### src/rtl/revaddr_pkg.sv
package revaddr_pkg;
  localparam int BYTE_W = 8;
  localparam logic [3:0] CHIP_CODE_LO = 4'b0100;
  localparam logic [3:0] CHIP_CODE_HI = 4'b0010;

  function automatic logic [BYTE_W-1:0] ident_byte(input logic jumper, input logic [3:0] rev);
    return {(jumper ? CHIP_CODE_HI : CHIP_CODE_LO), rev};
  endfunction
endpackage

### src/rtl/revaddr_decode.sv
module revaddr_decode #(
  parameter int ADDR_W   = 4,
  parameter int PORT_OFF = 7
) (
  input  logic [ADDR_W-1:0] host_addr,
  input  logic              host_rd,
  input  logic              host_wr,
  input  logic              load_enable,
  output logic              rd_hit,
  output logic              wr_accept,
  output logic              pair_abort
);
  localparam logic [ADDR_W-1:0] OFF = ADDR_W'(PORT_OFF);
  logic hit;

  always_comb begin
    hit        = (host_addr == OFF);
    rd_hit     = host_rd & hit;
    wr_accept  = host_wr & hit & load_enable & ~host_rd;
    pair_abort = host_rd | (host_wr & ~hit) | ~load_enable;
  end
endmodule

### src/rtl/revaddr_pair.sv
module revaddr_pair #(
  parameter int              BYTE_W    = 8,
  parameter logic [BYTE_W-1:0] STAGE_RST = 8'h22,
  localparam int             CNT_W     = 2 * BYTE_W
) (
  input  logic              clk,
  input  logic              rst_n,
  input  logic              wr_accept,
  input  logic              pair_abort,
  input  logic [BYTE_W-1:0] wdata,
  output logic [BYTE_W-1:0] stage_q,
  output logic              load_q,
  output logic [CNT_W-1:0]  value_q
);
  logic pending_q;

  always_ff @(posedge clk) begin
    if (!rst_n) begin
      pending_q <= 1'b0;
      stage_q   <= STAGE_RST;
      load_q    <= 1'b0;
      value_q   <= '0;
    end else begin
      load_q <= 1'b0;
      if (pair_abort) begin
        pending_q <= 1'b0;
      end else if (wr_accept) begin
        if (!pending_q) begin
          stage_q   <= wdata;
          pending_q <= 1'b1;
        end else begin
          value_q   <= {wdata, stage_q};
          load_q    <= 1'b1;
          pending_q <= 1'b0;
        end
      end
    end
  end
endmodule

### src/rtl/revaddr_rdmux.sv
module revaddr_rdmux
  import revaddr_pkg::*;
#(
  parameter logic [3:0] REV_ID = 4'h0
) (
  input  logic              rd_hit,
  input  logic              show_staged,
  input  logic              jumper_sel,
  input  logic [BYTE_W-1:0] stage_q,
  output logic [BYTE_W-1:0] rdata
);
  always_comb begin
    if (!rd_hit)          rdata = '0;
    else if (show_staged) rdata = stage_q;
    else                  rdata = ident_byte(jumper_sel, REV_ID);
  end
endmodule

### src/rtl/revaddr_port.sv
module revaddr_port
  import revaddr_pkg::*;
#(
  parameter int          ADDR_W    = 4,
  parameter int          PORT_OFF  = 7,
  parameter logic [3:0]  REV_ID    = 4'h0,
  parameter logic [7:0]  STAGE_RST = 8'h22,
  localparam int         CNT_W     = 2 * BYTE_W
) (
  input  logic              clk,
  input  logic              rst_n,
  input  logic [ADDR_W-1:0] host_addr,
  input  logic [BYTE_W-1:0] host_wdata,
  input  logic              host_rd,
  input  logic              host_wr,
  output logic [BYTE_W-1:0] host_rdata,
  input  logic              show_staged,
  input  logic              load_enable,
  input  logic              jumper_sel,
  output logic              cnt_load,
  output logic [CNT_W-1:0]  cnt_value
);
  logic              rd_hit, wr_accept, pair_abort;
  logic [BYTE_W-1:0] stage_q;

  revaddr_decode #(.ADDR_W(ADDR_W), .PORT_OFF(PORT_OFF)) u_dec (
    .host_addr(host_addr), .host_rd(host_rd), .host_wr(host_wr),
    .load_enable(load_enable), .rd_hit(rd_hit), .wr_accept(wr_accept),
    .pair_abort(pair_abort)
  );

  revaddr_pair #(.BYTE_W(BYTE_W), .STAGE_RST(STAGE_RST)) u_pair (
    .clk(clk), .rst_n(rst_n), .wr_accept(wr_accept), .pair_abort(pair_abort),
    .wdata(host_wdata), .stage_q(stage_q), .load_q(cnt_load), .value_q(cnt_value)
  );

  revaddr_rdmux #(.REV_ID(REV_ID)) u_mux (
    .rd_hit(rd_hit), .show_staged(show_staged), .jumper_sel(jumper_sel),
    .stage_q(stage_q), .rdata(host_rdata)
  );
endmodule

### config.mk
export PLATFORM = sky130hd
export DESIGN_NAME = revaddr_port
export DESIGN_NICKNAME = d
export VERILOG_FILES = /design/src/rtl/revaddr_pkg.sv /design/src/rtl/revaddr_decode.sv /design/src/rtl/revaddr_pair.sv /design/src/rtl/revaddr_rdmux.sv /design/src/rtl/revaddr_port.sv
export SDC_FILE = /design/constraint.sdc
export NUM_CORES = 1
export LEC_CHECK = 0
export BUFFER_PORTS_ARGS = -buffer_cell sky130_fd_sc_hd__buf_4
export CAP_MARGIN = 5
export CORE_MARGIN = 1.5
export CORE_UTILIZATION = 48
export CTS_CLUSTER_SIZE = 24
export DETAILED_ROUTE_END_ITERATION = 12
export PLACE_DENSITY = 0.81
export SYNTH_ARGS = -nofsm -noshare
export SYNTH_HDL_FRONTEND = slang
export SYNTH_SLANG_ARGS = --single-unit
### constraint.sdc
create_clock -name clk -period 1.31 [get_ports clk]
set_clock_uncertainty 0.1 [all_clocks]
set_input_delay 0 -clock clk [delete_from_list [all_inputs] [get_ports clk]]
set_output_delay 0 -clock clk [all_outputs]
set_load 0.02 [all_outputs]
# == Word-level counts from Yosys, hierarchy flattened ==
# Index checks and enable logic that the tools add are counted.
# word_totals
regBits,26
inputBits,19
output_inout_bits,25
word_cells,28
# op_classes
eq_ne,1
mux,5
n_bitwise,14
reduce_logical,4
# op_table
op,count
$mux 8,2
$not 1->1,7
$reduce_and 3->1,2
$and 1x1->1,5
$eq 4x3->1 const B,1
$mux 3,1
$reduce_or 3->1,1
$mux 1,2
$or 1x1->1,2
$reduce_or 2->1,1

# == Depth between registers and ports, before layout ==
# logic_depth
word_depth,7
mapped_depth,5
depth_no_buf,3

# == Hierarchy ==
# Synthesis repeated with hierarchy kept, for this count alone.
# hier_totals
cells_unflattened,115
area_unflattened_um2,1112.3
# modules_own_cells
mod,n_inst,cells_each,area_each_um2,seq_area_each_um2
revaddr_pair,1,98,999.7,520.5
revaddr_rdmux,1,11,73.8,0.0
revaddr_decode,1,6,38.8,0.0

# == Least setup slack after synthesis ==
# No wires, ideal clock.
# synth_timing
path_type,register to register
from,register u_pair.pending_q
to,register u_pair.stage_q[0]
setup_time_ps,118
arrival_ps,981
required_time_ps,1092
slack_ps,111
path_stages_with_launch,5
n_path_buf,1
period_less_slack_ps,1199
cell_sequence,dfxtp_1 > nand4bb_1 > or2_1 > buf_6 > mux2i_1
# synth_between
elab_chain_len,2
# synth_rtl
item,line,rtl
start: declaration,revaddr_pair.sv:15,logic pending_q;
start signal: assignment,revaddr_pair.sv:19,pending_q <= 1'b0;
start signal: assignment,revaddr_pair.sv:26,pending_q <= 1'b0;
start signal: assignment,revaddr_pair.sv:30,pending_q <= 1'b1;
$not 1->1 (no source line),--,
$reduce_and 3->1 (no source line),--,
end signal: assignment,revaddr_pair.sv:29,stage_q <= wdata;
end: declaration,revaddr_pair.sv:11,"output logic [BYTE_W-1:0] stage_q,"
# No other way between the ends.
# A chain may end at the register's enable or synchronous reset.

# == Worst setup path in the final report ==
# layout_timing
from,register u_pair.pending_q
to,register u_pair.stage_q[1]
# Same word-level chain as after synthesis.

==> flow_metrics.py <==
metrics = {
    "run_status": {
        "status": "complete, no violations",
    },
    "clock_network": {
        "numCtsBuffers": 3,
        "path_clk_slew_ps": 150,
        "cts_num_sinks": 26,
        "clk_latency_ps": 320,
        "root_buffer": "clkbuf_4",
        "ctsHtreeMaxLevel": 1,
        "clk_path_buf_depth": 2,
        "cts_tree": "done",
        "cts_setup_buffers": 0,
    },
    "global_routing": {
        "gr-usage-met2_pct": 42.59,
        "overflow": 0,
        "grt_max_degree": 24,
        "grt_busiest_layer": "met2",
        "grtUsageMet1_pct": 28.94,
        "grt_use_total_pct": 23.92,
        "antenna_found_initial": 0,
        "gr-usage-met3_pct": 3.955,
        "grt_pass1_wl_um": 5099,
        "grt_pass1_vias": 1206,
    },
    "worst_setup_path": {
        "path_class": "reg2reg",
        "path_cells": "nand4bb_4 > or2_4 > o211ai_1",
        "crit_fanout": 6,
        "crit_slowest_cell": "dfxtp_4",
        "worstPathRequired_ps": 1460,
        "worstSetupEndpointType": "register",
        "arrival_ps": 1410,
        "path_buf_inv": 0,
        "slowest_delay_ps": 390,
        "cpLargestDelayFamily": "simple AND/OR/NAND/NOR gates",
        "start_kind": "register",
    },
    "detailed_routing": {
        "viasPerCell": 5.544,
        "drcViolationCount": 0,
        "drt_wl_total_um": 3324,
        "via_count": 1264,
        "drt_iter0_drc": 46,
        "drt_first_pass_iters": 4,
        "wl_per_cell_um": 14.58,
        "final_antenna_net_count": 0,
    },
    "place": {
        "io_buffer_count": 43,
        "place_ws_ps": 20.50,
        "gp_congestion": 0.7889,
        "dp_hpwl_um": 2082,
    },
    "power": {
        "combPwrFrac_pct": 11.0,
        "total_power_mw": 1.517,
        "netSwitchingPower_mw": 0.3200,
        "internal_power_mw": 1.197,
        "p_per_area_nw_per_um2": 834.6,
        "max-vdd-ir-drop_v": 0.0006568,
        "leakagePower_nw": 0.7685,
        "p_clk_share_pct": 36.9,
        "switching_share_pct": 21.09,
        "power_frac_seq_pct": 52.2,
    },
    "floorplanning": {
        "fp.dieArea_sq_um": 2850,
        "ioPinCount": 44,
        "initial_core_util_pct": 50.10,
        "core_sq_um": 2432,
        "fp.dieH_um": 53.39,
        "rows": 18,
        "die_x_um": 53.39,
    },
    "synthesis": {
        "synth_most_common_cell": "dfxtp_1",
        "yosysSeqAreaShare_pct": 42.71,
        "ys_ff_latch": 26,
        "netlist_area_sq_um": 1219,
        "yosysUniqueCellTypes": 28,
        "synthArstFlopShare_pct": 0,
        "synth_common_cells": "26 x dfxtp_1, 18 x o21ai_0, 16 x nand3_1",
        "avgSynthCellArea_sq_um": 8.961,
        "synth_top_cells_by_area": "dfxtp_1 43%, a21boi_0 8.6%, o21ai_0 7.4%, nand3_1 6.6%, mux2i_1 4.9%",
        "yosysTopAreaCellShare_pct": 42.71,
        "synth_edf_count": 0,
        "yosysTopAreaCell": "dfxtp_1",
        "syn-num-nets": 155,
        "synthCells": 136,
        "yosysWarnings": 0,
        "synthFlopType": "dfxtp_1",
    },
    "timing": {
        "maxSlewHeadroom_pct": 55.03,
        "fmax_mhz": 796.3,
        "drv_slew": 0,
        "setup_viol": 0,
        "post-route-period-util_pct": 95.86,
        "max_slew.worst_pin.slew_ps": 674.5,
        "period_minus_slack_ps": 1256,
        "finalHoldViolCount": 0,
        "setup_ws_ps": 54.22,
        "fin_setup_tns_ps": 0,
    },
    "layout": {
        "nNetsFinal": 218,
        "drive_gt1_share_pct": 31.31,
        "antennaDiodeCount": 0,
        "nFillCells": 155,
        "area_growth_pct": 49.18,
    },
    "job": {
        "drv_cap": 0,
    },
    "min_path": {
        "hp-class": "in2reg",
    },
}
==> worst register-to-register path, delay by kind of cell, from the launching register on <==
family,cells,cell delay (ps)
compound gates,1,190
flops,1,390
simple gates,2,510
==> per-stage QoR <==
stage	utilization, %	hold slack [ps]	cells	cell area (sq um)
floorplan	-	38.81	136	1219
global placement	63.07	169.3	204	1534
detailed placement	63.07	177.9	204	1534
CTS	73.56	33.60	228	1789
global route	74.74	44.54	228	1818
finish	74.74	37.54	228	1818
==> worst paths after layout <==
check        cells after the start          startpoint                 end  slack, ps
max                              3    u_pair.pending_q   u_pair.stage_q[1]         50
min                              3               rst_n       u_pair.load_q         40
max reg2reg                      3    u_pair.pending_q   u_pair.stage_q[1]         50
min reg2reg                      2  u_pair.value_q[12]  u_pair.value_q[12]        390
==> cells by family (layout without fill, tap and decap cells) <==
| family | after synthesis | count (layout) | share of synthesized area (%) |
|---|---|---|---|
| and+or+nand+nor | 53 | 53 | 25.05 |
| AOI/OAI and AO/OA | 38 | 38 | 19.30 |
| DFF | 26 | 26 | 42.71 |
| buffers and inverters | 13 | 75 | 8.008 |
| muxes | 6 | 6 | 4.928 |
==> layer usage <==
metal / wire (um) / share of wire [%] / vias up
met5: 0 / 0 / -
met4: 21 / 0.63 / 0
met2: 1667 / 50 / 61
met1: 1378 / 41 / 603
met3: 255 / 7.7 / 4
li1: - / - / 596
==> cell usage in the layout, fill, tap and decap left out, types with 2 or more instances in the layout <==
cell type	synthesis	layout
a21boi_0	14	12
a21boi_1	2	4
a21oi_1	2	2
and2_1	6	6
and3_1	3	3
buf_4	2	49
clkbuf_4	0	3
dfxtp_1	26	22
dfxtp_2	0	3
dlygate4sd3_1	0	19
inv_1	2	2
mux2i_1	6	6
nand2_1	14	14
nand3_1	16	16
nor2b_1	3	3
o211ai_1	2	2
o21ai_0	18	18
==> power groups by stage <==
stage	logic, mW	registers, mW	clock network, mW
global route	0.177	0.792	0.607
floorplan	0.0515	0.810	0
detailed placement	0.111	0.811	0
CTS	0.153	0.794	0.570
global placement	0.109	0.810	0
finish	0.166	0.792	0.560
==> area by class of cell <==
| class | instances | area [sq um] | area share, % |
|---|---|---|---|
| flip-flops and latches | 26 | 528.0 | 29.04 |
| repair buffers | 69 | 570.5 | 31.38 |
| multi-input cells | 97 | 621.8 | 34.21 |
| clock buffers | 3 | 22.52 | 1.239 |
| inverters | 2 | 7.507 | 0.4129 |
| clock inverters | 1 | 30.03 | 1.652 |
| well taps | 30 | 37.54 | 2.065 |
==> sequential cells by signal, indices dropped and copies added (netlist names) <==
| name | flops |
|---|---|
| u_pair.stage_q | 8 |
| u_pair.pending_q | 1 |
| u_pair.load_q | 1 |
| u_pair.value_q | 16 |
==> what timing repair did <==
action	CTS	global route
setup endpoints to repair	1	19
hold endpoints to repair	26	1
hold buffers	20	1
gates resized for setup	1	11
Note: power is estimated with default switching activity, not from simulation.
